--- src/rtl/scg_pkg.sv ---
package scg_pkg;

    typedef enum logic [1:0] {
        MODE_FUNC    = 2'd0,
        MODE_SHIFT   = 2'd1,
        MODE_CAPTURE = 2'd2
    } scg_mode_e;

    typedef struct packed {
        logic shift;
        logic capture;
    } scg_ctl_t;

    // Feedback tap mask for a Fibonacci shift-left LFSR of width w.
    // Bit (e-1) is set for each exponent e of a primitive polynomial.
    function automatic logic [31:0] tap_mask(input int w);
        logic [31:0] m;
        case (w)
            3:  m = 32'h0000_0006;
            4:  m = 32'h0000_000C;
            5:  m = 32'h0000_0014;
            6:  m = 32'h0000_0030;
            7:  m = 32'h0000_0060;
            8:  m = 32'h0000_00B8;
            9:  m = 32'h0000_0110;
            10: m = 32'h0000_0240;
            12: m = 32'h0000_0E08;
            16: m = 32'h0000_B400;
            default: m = 32'h0000_00B8;
        endcase
        return m;
    endfunction

    function automatic scg_mode_e decode_mode(input logic tm, input logic se);
        if (!tm)
            return MODE_FUNC;
        else if (se)
            return MODE_SHIFT;
        else
            return MODE_CAPTURE;
    endfunction

    function automatic scg_ctl_t mode_to_ctl(input scg_mode_e md);
        scg_ctl_t c;
        c.shift   = (md == MODE_SHIFT);
        c.capture = (md == MODE_CAPTURE);
        return c;
    endfunction

endpackage

--- src/rtl/scg_lfsr.sv ---
module scg_lfsr #(
    parameter int          W    = 8,
    parameter logic [W-1:0] SEED = W'(1)
) (
    input  logic clk,
    input  logic rst,
    input  logic adv,
    output logic bit_out
);
    localparam logic [W-1:0] TAPS = W'(scg_pkg::tap_mask(W));

    logic [W-1:0] state_q;
    logic         fb;

    assign fb      = ^(state_q & TAPS);
    assign bit_out = state_q[W-1];

    always_ff @(posedge clk) begin
        if (rst)
            state_q <= SEED;
        else if (adv)
            state_q <= {state_q[W-2:0], fb};
    end

    initial begin
        assert_seed_nonzero_R3: assert (SEED != '0);
    end

    // a primitive-polynomial register never enters the all-zero lockup
    assert_state_live_R3: assert property (@(posedge clk) disable iff (rst)
        state_q != '0);

    // no step without an advance request
    assert_hold_idle_R7: assert property (@(posedge clk) disable iff (rst)
        !adv |=> $stable(state_q));

    // an advance shifts the old state up by one position
    assert_step_shift_R2: assert property (@(posedge clk) disable iff (rst)
        adv |=> state_q[W-1:1] == $past(state_q[W-2:0]));

endmodule

--- src/rtl/scg_run_counter.sv ---
module scg_run_counter #(
    parameter int CW = 4
) (
    input  logic clk,
    input  logic rst,
    input  logic shift,
    input  logic capture,
    output logic saturated
);
    localparam logic [CW-1:0] CNT_MAX = {CW{1'b1}};

    logic [CW-1:0] count_q;

    assign saturated = (count_q == CNT_MAX);

    always_ff @(posedge clk) begin
        if (rst)
            count_q <= '0;
        else if (capture)
            count_q <= '0;
        else if (shift && !saturated)
            count_q <= count_q + 1'b1;
    end

    // counts up by one per shift edge below the ceiling
    assert_count_step_R4: assert property (@(posedge clk) disable iff (rst)
        (shift && count_q != CNT_MAX) |=> count_q == $past(count_q) + 1'b1);

    // stays at the ceiling while shifting continues
    assert_no_overflow_R4: assert property (@(posedge clk) disable iff (rst)
        (shift && count_q == CNT_MAX) |=> count_q == CNT_MAX);

    // a capture edge always empties the counter
    assert_capture_clears_R6: assert property (@(posedge clk) disable iff (rst)
        capture |=> count_q == '0);

    // nothing but a capture edge can bring a non-zero count back to zero
    assert_clear_only_capture_R6: assert property (@(posedge clk) disable iff (rst)
        (count_q != '0 && !capture) |=> count_q != '0);

endmodule

--- src/rtl/scan_corrupt_guard.sv ---
module scan_corrupt_guard #(
    parameter int              PRI_W    = 8,
    parameter logic [PRI_W-1:0] PRI_SEED = 8'hA5,
    parameter bit              L2_EN    = 1'b1,
    parameter int              CNT_W    = 4,
    parameter int              SEC_W    = 5,
    parameter logic [SEC_W-1:0] SEC_SEED = 5'h13
) (
    input  logic clk,
    input  logic rst,
    input  logic test_mode,
    input  logic scan_en,
    input  logic scan_si,
    output logic chain_si
);
    import scg_pkg::*;

    scg_mode_e mode;
    scg_ctl_t  ctl;
    logic      pri_bit;
    logic      sec_flip;

    assign mode = decode_mode(test_mode, scan_en);
    assign ctl  = mode_to_ctl(mode);

    scg_lfsr #(
        .W    (PRI_W),
        .SEED (PRI_SEED)
    ) u_pri_lfsr (
        .clk     (clk),
        .rst     (rst),
        .adv     (ctl.shift),
        .bit_out (pri_bit)
    );

    generate
        if (L2_EN) begin : g_level2
            logic sat;
            logic sec_bit;

            scg_run_counter #(
                .CW (CNT_W)
            ) u_run_cnt (
                .clk       (clk),
                .rst       (rst),
                .shift     (ctl.shift),
                .capture   (ctl.capture),
                .saturated (sat)
            );

            scg_lfsr #(
                .W    (SEC_W),
                .SEED (SEC_SEED)
            ) u_sec_lfsr (
                .clk     (clk),
                .rst     (rst),
                .adv     (ctl.shift && sat),
                .bit_out (sec_bit)
            );

            assign sec_flip = ctl.shift && sat && sec_bit;
        end else begin : g_level1_only
            assign sec_flip = 1'b0;
        end
    endgenerate

    assign chain_si = scan_si ^ (ctl.shift & pri_bit) ^ sec_flip;

    // no corruption outside a shift
    assert_passthrough_R1: assert property (@(posedge clk) disable iff (rst)
        !(test_mode && scan_en) |-> chain_si == scan_si);

    // the second layer only acts while shifting
    assert_sec_only_shift_R5: assert property (@(posedge clk) disable iff (rst)
        sec_flip |-> (test_mode && scan_en));

    // with the second layer removed, corruption is the primary bit alone
    assert_single_layer_R8: assert property (@(posedge clk) disable iff (rst)
        (!L2_EN && test_mode && scan_en) |-> chain_si == (scan_si ^ pri_bit));

endmodule

--- config.mk ---
export PLATFORM = sky130hd
export DESIGN_NAME = scan_corrupt_guard
export DESIGN_NICKNAME = d
export VERILOG_FILES = /design/src/rtl/scg_pkg.sv /design/src/rtl/scg_lfsr.sv /design/src/rtl/scg_run_counter.sv /design/src/rtl/scan_corrupt_guard.sv
export SDC_FILE = /design/constraint.sdc
export NUM_CORES = 1
export LEC_CHECK = 0
export BUFFER_PORTS_ARGS = -buffer_cell sky130_fd_sc_hd__buf_2
export CORE_MARGIN = 2
export CORE_UTILIZATION = 55
export DETAILED_ROUTE_END_ITERATION = 6
export GPL_TIMING_DRIVEN = 0
export MAX_ROUTING_LAYER = met4
export PLACE_DENSITY_LB_ADDON = 0.25
export SLEW_MARGIN = 0
export SYNTH_ARGS = -nofsm -noshare
export SYNTH_HDL_FRONTEND = slang
export SYNTH_SLANG_ARGS = --single-unit
--- constraint.sdc ---
create_clock -name clk -period 1.9 [get_ports clk]
set_input_delay 0.19 -clock clk [delete_from_list [all_inputs] [get_ports clk]]
set_output_delay 0.19 -clock clk [all_outputs]
set_load 0.02 [all_outputs]
# Word-level counts from Yosys, hierarchy flattened
# Cells that the tools add are included.
dict set report classes {
  n_addsub 1
  n_eq_ne 3
  muxes 2
  n_bitwise 3
  n_reduce_logical 7
}
# op count
set ops {}
lappend ops {{$reduce_xor 8->1} 1}
lappend ops {{$reduce_xor 5->1} 1}
lappend ops {{$add 4x1->4 const B} 1}
lappend ops {{$eq 4x4->1 const B} 1}
lappend ops {{$mux 2} 2}
lappend ops {{$logic_and 1x1->1} 3}
lappend ops {{$eq 2x1->1 const B} 1}
lappend ops {{$eq 2x2->1 const B} 1}
lappend ops {{$reduce_or 2->1} 1}
lappend ops {{$xor 1x1->1} 2}
lappend ops {{$and 1x1->1} 1}
lappend ops {{$logic_not 1->1} 1}
dict set report totals {
  reg_bits 17
  inputBits 5
}

# Depth between registers and ports, before layout
# Gate-level depths: netlist of run 1.
dict set report logic_depth {
  word_depth 6
  depth_mapped 4
  depth_no_buf 4
}

# Cells and area by module
# Synthesis of run 1 repeated with hierarchy kept, for this count alone.
dict set report unflattened {
  hier_cells 76
  hier_area_um2 749.5
}
# module instances cells_per_inst area_each_um2 seq_area_each_um2
set modules_own_cells {}
lappend modules_own_cells {{scg_lfsr at u_pri_lfsr} 1 29 302.8 160.2}
lappend modules_own_cells {scg_run_counter 1 22 211.5 80.1}
lappend modules_own_cells {{scg_lfsr at g_level2.u_sec_lfsr} 1 18 186.4 100.1}
lappend modules_own_cells {scan_corrupt_guard 1 7 48.8 0.0}

# Worst setup path after synthesis of run 1
# No wires, ideal clock.
dict set report synth_path {
  path_kind {reg2out}
  start {reg g_level2.u_run_cnt.count_q[0]}
  end {out chain_si}
  arrival_time_ps 1256
  slack_ps 454
  path_stages_with_launch 5
  path_cell_list {dfxtp_1 ha_1 and3_1 nand3_1 xnor2_1}
}
dict set report synth_via {
  elab_chain_cells 4
}
# item line
set synth_rtl {}
lappend synth_rtl {{start, declared} scg_run_counter.sv:12} ;# logic [CW-1:0] count_q;
lappend synth_rtl {{start signal, assigned} scg_run_counter.sv:22} ;# count_q <= count_q + 1'b1;
lappend synth_rtl {{$eq 4x4->1} scg_run_counter.sv:14} ;# assign saturated = (count_q == CNT_MAX);
lappend synth_rtl {{$logic_and 1x1->1 (2 in a row)} scan_corrupt_guard.sv:61} ;# assign sec_flip = ctl.shift && sat && sec_bit;
lappend synth_rtl {{$xor 1x1->1} scan_corrupt_guard.sv:67} ;# assign chain_si = scan_si ^ (ctl.shift & pri_bit) ^ sec_flip;
lappend synth_rtl {{end, declared} scan_corrupt_guard.sv:14} ;# output logic chain_si
# Every way passes these cells.

# Final worst setup path of run 1
# Same ends and word-level chain as after synthesis.

==> results of run 1 <==
stage by stage:
step	total power [µW]	hold WS [ns]	setup slack (ns)	area, µm²
final	627.4	0.2430	0.1652	794.5
after global routing	653.3	0.2780	0.01584	794.5
after CTS	632.8	0.2540	0.1248	793.3
after floorplan	427.0	0.4321	0.4545	726.9
after global placement	441.5	0.4445	0.4744	765.7
after detailed placement	443.4	0.4546	0.4561	765.7
flip-flops by register name, indices dropped and copies added, names as in the netlist:
register                     count
g_level2.u_run_cnt.count_q       4
u_pri_lfsr.state_q               8
g_level2.u_sec_lfsr.state_q      5
layer usage:
layer	wire [µm]	vias up	global-route usage (%)
met3	44	2	3.333
li1	-	330	-
met4	13	0	7.500
met5	0	-	-
met2	615	12	28.97
met1	600	298	24.23
worst register-to-register path, cell delays in order (launching register included):
cell,delay (ns)
dfxtp_1,0.35
ha_1,0.23
and3_1,0.22
or3_1,0.31
a21oi_1,0.13
cell families (layout without fill, tap and decap cells):
group	count (synthesis)	after routing	share of synthesized area, %
flops	17	17	46.82
buf+inv	6	14	3.442
fa+ha+maj	1	1	1.721
simple gates	38	38	24.79
compound gates	21	21	16.01
xor+xnor	6	6	7.229
cells in the final DEF (no fill, tap or decap):
master    synthesis  final
a31oi_1           1      1
o41ai_1           1      1
nand3b_1          1      1
a211oi_1          1      1
clkinv_2          0      1
dfxtp_1          17     17
and2_1            2      2
and3_1            2      1
buf_2             2      6
and3_2            0      1
o21ai_0           8      8
clkbuf_1          1      1
or3_1             1      1
inv_1             3      3
nor3_1            2      2
nand3_1          12     12
a21oi_1           9      9
xnor2_1           6      6
clkbuf_4          0      3
or4_1             1      1
o311ai_0          1      1
ha_1              1      1
nand2_1          17     17
power by group:
group          total, µW  internal [µW]  leakage, µW  switching (µW)
clock network        192           78.2    0.0000177             114
registers            377            369     0.000139            8.32
logic               57.9           24.9     0.000138            33.0
layout make-up:
cell class,count,area (µm²),share of cell area [%]
multi-input combinational,66,362.8,45.67
sequential,17,340.3,42.83
clock buffer,3,22.52,2.835
timing repair buffer,4,20.02,2.520
tap,15,18.77,2.362
buffer,3,13.76,1.732
inverter,3,11.26,1.417
clock inverter,1,5.005,0.6299
path summary, 6_finish.rpt:
kind,from,endpoint,slack [ns],depth (start not counted)
max,g_level2.u_run_cnt.count_q[0]$_SDFFE_PP0P_,chain_si,0.17,5
min,rst,u_pri_lfsr.state_q[3]$_SDFFE_PP0N_,0.24,2
max reg2reg,g_level2.u_run_cnt.count_q[0]$_SDFFE_PP0P_,g_level2.u_run_cnt.count_q[0]$_SDFFE_PP0P_,0.59,4
min reg2reg,u_pri_lfsr.state_q[0]$_SDFFE_PP1N_,u_pri_lfsr.state_q[1]$_SDFFE_PP0N_,0.46,2
what timing repair did:
action | 4_1_cts | 5_1_grt
gates resized for setup | 0 | 1
setup buffers | 0 | 0
hold endpoints to repair | 0 | 0
endpoints found under the setup margin | 0 | 1
==> impl_metrics.json, run 1 <==
{
  "grt_antenna_before_repair": 0,
  "start_util_pct": 57.30,
  "syn_to_final_growth_pct": 9.294,
  "fill_cells": 116,
  "slowest_delay_ns": 0.38,
  "drt-total-wl_um": 1274,
  "critical_path_buf_inv_count": 1,
  "worst-path-max-fanout": 5,
  "setup_viol": 0,
  "die_x_um": 40.36,
  "detail_route.iter0.violations": 22,
  "p_leak_uw": 0.0002942,
  "synth-main-ff-cell": "dfxtp_1",
  "yosysSeqAreaShare_pct": 46.82,
  "finalHoldViolCount": 0,
  "synth_area_leaders": "dfxtp_1 47%, nand2_1 8.8%, nand3_1 8.3%, xnor2_1 7.2%, a21oi_1 6.2%",
  "synth_top_cell_by_area": "dfxtp_1",
  "tightest_slew_ns": 0.4844,
  "drv_cap": 0,
  "gp_congestion": 0.8452,
  "clk_latency_ns": 0.29,
  "setup.worst_path.end_class": "output port",
  "hp-class": "primary input to flop",
  "core_mm2": 0.001269,
  "maxSlewViolCount": 0,
  "vias_per_cell": 5.732,
  "route.detailed.drc": 0,
  "min_period_ns": 1.735,
  "synthTopCellsByCount": "17 x dfxtp_1, 17 x nand2_1, 12 x nand3_1",
  "worst_path_max_delay_cell": "dfxtp_1",
  "antenna_left": 0,
  "n_antenna_cell": 0,
  "nNetsFinal": 104,
  "clockBufferDepth": 2,
  "critical_path_class": "flop to output port",
  "syn-num-nets": 95,
  "drive_above_1_share_pct": 11.34,
  "globalRoute.totalOverflow": 0,
  "final_util_pct": 62.62,
  "synth-warning-count": 0,
  "async_reset_ff_share_pct": 0,
  "fp.dieH_um": 40.36,
  "cp_data_arrival_time_ns": 1.54,
  "die_area_mm2": 0.001629,
  "rows": 13,
  "root_buffer": "clkbuf_4",
  "period_share_pct": 91.31,
  "required_ns": 1.71,
  "status": "completed",
  "powerDensity_mw_per_mm2": 789.7,
  "fmax_mhz": 576.4,
  "yosysUniqueCellTypes": 20,
  "dpl.hpwl_um": 913.5,
  "grt_start_max_net_pins": 11,
  "numCtsBuffers": 3,
  "via_count": 642,
  "cts.sinks": 17,
  "cts_hold_buffers": 0,
  "synth_top_cell_area_share_pct": 46.82,
  "io_pins": 6,
  "grt_pass1_wl_um": 2014,
  "dp_cells": 108,
  "fin_cells": 112,
  "cp-start-kind": "flop",
  "relSlewSlack_pct": 67.36,
  "synth_area_um2": 726.9,
  "critical_path.cell_chain": "ha_1, and3_2, nand3_1, xnor2_1, buf_2",
  "grt_pass1_vias": 502,
  "synth_edf_count": 0,
  "cts_tree": "built",
  "ys_ff_latch": 17,
  "path_delay_family": "flip-flops",
  "ir_drop_mv": 0.5382,
  "worst_clock_skew_ns": 0.002814,
  "htreeDepth": 1,
  "synth_cells": 89,
  "clk_pin_slew_ns": 0.10,
  "avgSynthCellArea_um2": 8.168,
  "fin_setup_tns_ns": 0,
  "wl_per_cell_um": 11.38,
  "grt_usage_pct": 18.82,
  "firstDrtPassIters": 4,
  "rsz0062_at_grt": "false",
  "numPortBuffers": 4
}
No activity file was read; power rests on OpenSTA's default activity.
==> run 2: changes to the inputs <==
- SETUP_SLACK_MARGIN: not set -> 0.4
==> run 2 against run 1 <==
Sequential share of layout area fell by 3.0 points. Sequential power barely moved. Global-route usage rose by 3.1 points. First-iteration DRC count rose by 14%. Combinational power rose by 11%. Critical path depth did not move. Clock skew rose by 0.0023 ns. Sequential cell count did not move. Worst setup slack improved by 0.21 ns. Critical endpoint unchanged. Largest cell class unchanged.
==> impl_metrics.json, run 2 (synthesis gave the netlist of run 1 again) <==
{
  "required_ns": 1.71,
  "die_area_mm2": 0.001629,
  "drv_cap": 0,
  "final_cell_mix": "17 x nand2_1, 15 x dfxtp_1, 11 x nand3_1, 9 x a21oi_1, 8 x o21ai_0",
  "numPortBuffers": 4,
  "largest_reg_flops": 8,
  "rsz0062_at_grt": "true",
  "cts_hold_buffers": 0,
  "start_util_pct": 57.30,
  "clockBufferDepth": 2,
  "htreeDepth": 1,
  "detail_route.iter0.violations": 25,
  "min_period_ns": 1.523,
  "worst_clock_skew_ns": 0.005120,
  "fin_setup_tns_ns": 0,
  "status": "completed",
  "io_pins": 6,
  "hp-class": "primary input to flop",
  "grt_usage_pct": 21.89,
  "powerDensity_mw_per_mm2": 734.6,
  "rows": 13,
  "antenna_left": 0,
  "p_sw_share_pct": 24.74,
  "syn_to_final_growth_pct": 18.42,
  "p_leak_uw": 0.0003206,
  "ir_drop_mv": 0.5406,
  "firstDrtPassIters": 4,
  "core_mm2": 0.001269,
  "multi_input_area_um2": 386.6,
  "worst-path-max-fanout": 2,
  "n_antenna_cell": 0,
  "p_int_uw": 476.0,
  "postLayoutCellArea_um2": 860.8,
  "clockPowerShare_pct": 30.1,
  "fmax_mhz": 656.6,
  "clk_latency_ns": 0.28,
  "cp-start-kind": "flop",
  "relSlewSlack_pct": 66.66,
  "power_frac_seq_pct": 59.8,
  "vias_per_cell": 5.684,
  "pwr-share-comb_pct": 10.2,
  "drt-total-wl_um": 1451,
  "die_x_um": 40.36,
  "fill_cells": 106,
  "grt_pass1_vias": 561,
  "setup.worst_path.end_class": "output port",
  "dpl.hpwl_um": 913.5,
  "maxSlewViolCount": 0,
  "grt_start_max_net_pins": 11,
  "fp.dieH_um": 40.36,
  "clk_pin_slew_ns": 0.10,
  "gp_congestion": 0.8452,
  "route.detailed.drc": 0,
  "tightest_slew_ns": 0.4948,
  "regMostFlops": "u_pri_lfsr.state_q",
  "grt_pass1_wl_um": 2339,
  "fin_cells": 117,
  "numCtsBuffers": 3,
  "globalRoute.totalOverflow": 0,
  "setup_viol": 0,
  "root_buffer": "clkbuf_4",
  "cts.sinks": 17,
  "final_common_cell": "nand2_1",
  "nNetsFinal": 109,
  "grt_antenna_before_repair": 0,
  "period_share_pct": 80.16,
  "cts_tree": "built",
  "critical_path_class": "flop to output port",
  "dp_cells": 108,
  "top_regs": "u_pri_lfsr.state_q x8, g_level2.u_sec_lfsr.state_q x5, g_level2.u_run_cnt.count_q x4",
  "wl_per_cell_um": 12.40,
  "cp_data_arrival_time_ns": 1.33,
  "p_switching_uw": 156.4,
  "finalHoldViolCount": 0,
  "via_count": 665,
  "placed_area_um2": 765.7,
  "seq_area_um2": 342.8,
  "drive_above_1_share_pct": 20.59
}
==> run 2: critical path, cell delays in order (launching register included) <==
cell and delay (ns):
dfxtp_2 0.37, ha_4 0.13, and3_4 0.19, nand3_2 0.07, xnor2_1 0.13, buf_4 0.16
==> run 2: routing by layer <==
layer	share of wire (%)	wire length, µm	vias up	track usage, %
li1	-	-	338	-
met1	48	691	321	25.94
met2	50	719	4	37.30
met3	1.9	28	2	3.333
met4	0.83	12	0	7.500
met5	0	0	-	-
==> run 2: path summary, 6_finish.rpt <==
kind | startpoint | end | slack (ns) | cells after the start
worst min-delay path | rst | u_pri_lfsr.state_q[3]$_SDFFE_PP0N_ | 0.25 | 2
worst max-delay path | g_level2.u_run_cnt.count_q[0]$_SDFFE_PP0P_ | chain_si | 0.38 | 5
worst min register to register | u_pri_lfsr.state_q[0]$_SDFFE_PP1N_ | u_pri_lfsr.state_q[1]$_SDFFE_PP0N_ | 0.46 | 2
worst max register to register | g_level2.u_run_cnt.count_q[0]$_SDFFE_PP0P_ | g_level2.u_run_cnt.count_q[0]$_SDFFE_PP0P_ | 0.54 | 5
==> run 2: through the flow <==
stage	hold WS (ns)	worst slack [ns]	total power (µW)	utilization, %
after floorplan	0.4321	0.4545	427.0	-
after detailed placement	0.4546	0.4561	443.4	60.36
after global placement	0.4445	0.4744	441.5	60.36
final	0.2483	0.3769	632.4	67.85
after global routing	0.2780	0.2971	659.9	67.85
after CTS	0.2540	0.3654	636.7	67.06
==> run 2: final cells by class <==
class / instances / share of cell area, %
multi-input cells: 66 / 44.91
flip-flops and latches: 17 / 39.83
repair buffers: 9 / 6.977
clock buffers: 3 / 2.616
well taps: 15 / 2.180
plain buffers: 3 / 1.599
inverters: 3 / 1.308
clock inverters: 1 / 0.5814
==> run 2: power groups by stage <==
stage,Sequential [µW],Clock [µW],Combinational [µW]
6_report,378,190,64.3
3_5_place_dp,385,0,58.2
4_1_cts,378,197,61.9
2_1_floorplan,384,0,43.2
5_1_grt,380,208,72.6
3_3_place_gp,385,0,56.5
==> run 2: what timing repair did <==
item,in CTS,in global routing
resized for setup,8,1
pin swaps,2,0
endpoints found under the setup margin,1,1
cloned,0,0
buffers inserted,4,1
==> run 3: changes to the inputs <==
- ABC_AREA: not set -> 1
- clock period: 1.9 -> 1.5 ns (I/O delays scaled with it)
==> run 3 against run 2 <==
The run now ends with setup timing left. Clock power is 31% higher. Global-route usage is 1.1 points lower. Final cell count is 15% higher. Non-clock buffer count is 2 higher. Die area is 9.4% higher. Clock skew is 0.0012 ns lower. Combinational power is 66% higher. Largest power group unchanged.
==> impl_metrics.json, run 3 <==
{
  "status": "complete, but fails checks",
  "violations": "setup timing",
  "gp_congestion": 0.7350,
  "fin_setup_tns_ns": -0.07249,
  "dpl.hpwl_um": 1025,
  "path_delay_family": "flip-flops",
  "period_share_pct": 104.8,
  "cp_common_cell": "nand2_4",
  "wl_per_cell_um": 12.58,
  "regMostFlops": "u_pri_lfsr.state_q",
  "synth.most_common_cell": "nand2_1",
  "drv_cap": 0,
  "yosysUniqueCellTypes": 22,
  "grt_antenna_before_repair": 0,
  "syn_to_final_growth_pct": 25.39,
  "cp_data_arrival_time_ns": 1.42,
  "maxSlewViolCount": 0,
  "largest_reg_flops": 8,
  "min_period_ns": 1.572,
  "setup_viol": 1,
  "fin_cells": 135,
  "clockBufferDepth": 2,
  "cts.sinks": 17,
  "synth-main-ff-cell": "dfxtp_1",
  "io_pins": 6,
  "rsz0062_at_grt": "true",
  "hp-class": "primary input to flop",
  "critical_path_buf_inv_count": 1,
  "synth_cells": 105,
  "p_leak_uw": 0.0004351,
  "drive_above_1_share_pct": 38.33,
  "cts_tree": "built",
  "grt_usage_pct": 20.81,
  "fp.dieH_um": 42.22,
  "worst_clock_skew_ns": 0.003958,
  "avgSynthCellArea_um2": 7.650,
  "fmax_mhz": 635.9,
  "fin_ws_ns": -0.07249,
  "ys_ff_latch": 17,
  "grt_use_met1_pct": 23.26,
  "synth-warning-count": 0,
  "synth_area_um2": 803.3,
  "final_common_cell": "nand2_1",
  "synth_top_cell_by_area": "dfxtp_1",
  "worst-path-max-fanout": 4,
  "via_count": 714,
  "syn-num-nets": 111,
  "clk_pin_slew_ns": 0.10,
  "antenna_left": 0,
  "synth_edf_count": 0,
  "met3_usage_pct": 3.879,
  "required_ns": 1.35,
  "async_reset_ff_share_pct": 0,
  "powerDensity_mw_per_mm2": 831.5,
  "setup.worst_path.end_class": "output port",
  "root_buffer": "clkbuf_4",
  "synth_top_cell_area_share_pct": 42.37,
  "nNetsFinal": 127,
  "critical_path_class": "flop to output port",
  "yosysSeqAreaShare_pct": 42.37,
  "die_x_um": 42.22,
  "grt_pass1_vias": 657,
  "drt-total-wl_um": 1698,
  "synth_area_leaders": "dfxtp_1 42%, nand2_1 11%, nor2_1 5.6%, nand2_2 5.5%, o21ai_1 5.0%",
  "die_area_mm2": 0.001782,
  "relSlewSlack_pct": 73.75,
  "ir_drop_mv": 0.4430,
  "finalHoldViolCount": 0,
  "route.detailed.drc": 0,
  "grt_pass1_wl_um": 2732,
  "tightest_slew_ns": 0.3911,
  "detail_route.iter0.violations": 7,
  "critical_path.cell_chain": "ha_4, nand2_4, nor2_4, nand2_4, o21ai_2, nand2_2, buf_6",
  "top_regs": "u_pri_lfsr.state_q x8, g_level2.u_sec_lfsr.state_q x5, g_level2.u_run_cnt.count_q x4",
  "numPortBuffers": 5,
  "rows": 13,
  "clk_latency_ns": 0.30,
  "use_met2_pct": 35.08,
  "vias_per_cell": 5.289,
  "grt_start_max_net_pins": 11,
  "gr-max-usage-layer": "met2",
  "finalPower_uw": 837.5,
  "final_cell_mix": "19 x nand2_1, 13 x dfxtp_1, 12 x nor2_1, 8 x nand2_2, 7 x nand3_1",
  "worst_path_max_delay_cell": "dfxtp_4",
  "htreeDepth": 1,
  "globalRoute.totalOverflow": 0,
  "dp_cells": 125,
  "slowest_delay_ns": 0.38,
  "synthTopCellsByCount": "23 x nand2_1, 17 x dfxtp_1, 12 x nor2_1",
  "cp-start-kind": "flop",
  "n_antenna_cell": 0,
  "numCtsBuffers": 3,
  "start_util_pct": 60.23,
  "core_mm2": 0.001334,
  "firstDrtPassIters": 4,
  "cts_hold_buffers": 0,
  "hold_ws_ns": 0.06310
}
run 3: changes by cell type in the layout (fill, tap and decap cells not counted), moves of 3 or more:
| cell | previous run | this run |
|---|---|---|
| o21ai_0 | 8 | 0 |
| o21ai_1 | 0 | 6 |
| a21oi_1 | 9 | 2 |
| nor2_1 | 0 | 12 |
| inv_1 | 3 | 6 |
| xnor2_1 | 6 | 3 |
| nand2_2 | 0 | 8 |
| buf_6 | 0 | 4 |
| nand3_1 | 11 | 7 |
| nand2_4 | 0 | 3 |
| a21oi_2 | 0 | 4 |
run 3: logic make-up after synthesis:
| kind of cell | synth area share, % |
|---|---|
| DFF | 42.37 |
| and+or+nand+nor | 32.09 |
| adders and majority gates | 1.557 |
| xor gates and xnor gates | 5.453 |
| buffers and inverters | 7.164 |
| AOI/OAI and AO/OA | 11.37 |
run 3: final timing paths:
check                                             start                                           to  slack [ns]  depth (start not counted)
max          g_level2.u_run_cnt.count_q[1]$_SDFFE_PP0P_                                     chain_si       -0.07                          7
min                                                 rst  g_level2.u_sec_lfsr.state_q[3]$_SDFFE_PP0P_        0.06                          2
max reg2reg  g_level2.u_run_cnt.count_q[1]$_SDFFE_PP0P_   g_level2.u_run_cnt.count_q[2]$_SDFFE_PP0P_        0.19                          7
min reg2reg          u_pri_lfsr.state_q[1]$_SDFFE_PP0N_           u_pri_lfsr.state_q[2]$_SDFFE_PP1N_        0.47                          2
run 3: power breakdown:
part / leakage, µW / total [µW] / switching, µW / internal (µW)
Sequential: 0.000142 / 482 / 16.0 / 466
Clock: 0.0000177 / 248 / 149 / 99.4
Combinational: 0.000276 / 107 / 59.1 / 48.0
run 3: timing repair:
item / 4_1_cts / 5_1_grt
endpoints found under the setup margin: 7 / 10
gates resized for setup: 6 / 14
setup buffers: 4 / 2
pin swaps: 3 / 6
cloned: 0 / 0
run 3: worst reg2reg max path, stage by stage (launching register included):
cell and delay [ns]:
dfxtp_4 0.37, ha_4 0.17, buf_4 0.13, buf_6 0.11, nand3_4 0.10, nand2_4 0.09, o22ai_1 0.16, nor2_1 0.06
run 3: routing by layer:
layer,wire length [µm],share of wire [%]
met1,702,41
met2,934,55
met3,33,1.9
met4,28,1.6
met5,0,0
run 3: layout make-up:
class	count	area, µm²
multi-input cells	77	470.5
flip-flops and latches	17	350.3
fillers	112	326.6
repair buffers	11	80.08
inverters	8	32.53
plain buffers	3	27.53
clock buffers	3	22.52
well taps	15	18.77
clock inverters	1	5.005
run 3: per-stage QoR:
step                utilization, %  cell area, µm²  setup WS [ns]
floorplan                        -           820.8         0.3469
global placement             64.82           864.6         0.2069
detailed placement           64.82           864.6         0.1638
CTS                          70.64           942.2       -0.06297
global route                 75.52            1007        -0.1254
finish                       75.52            1007       -0.07249
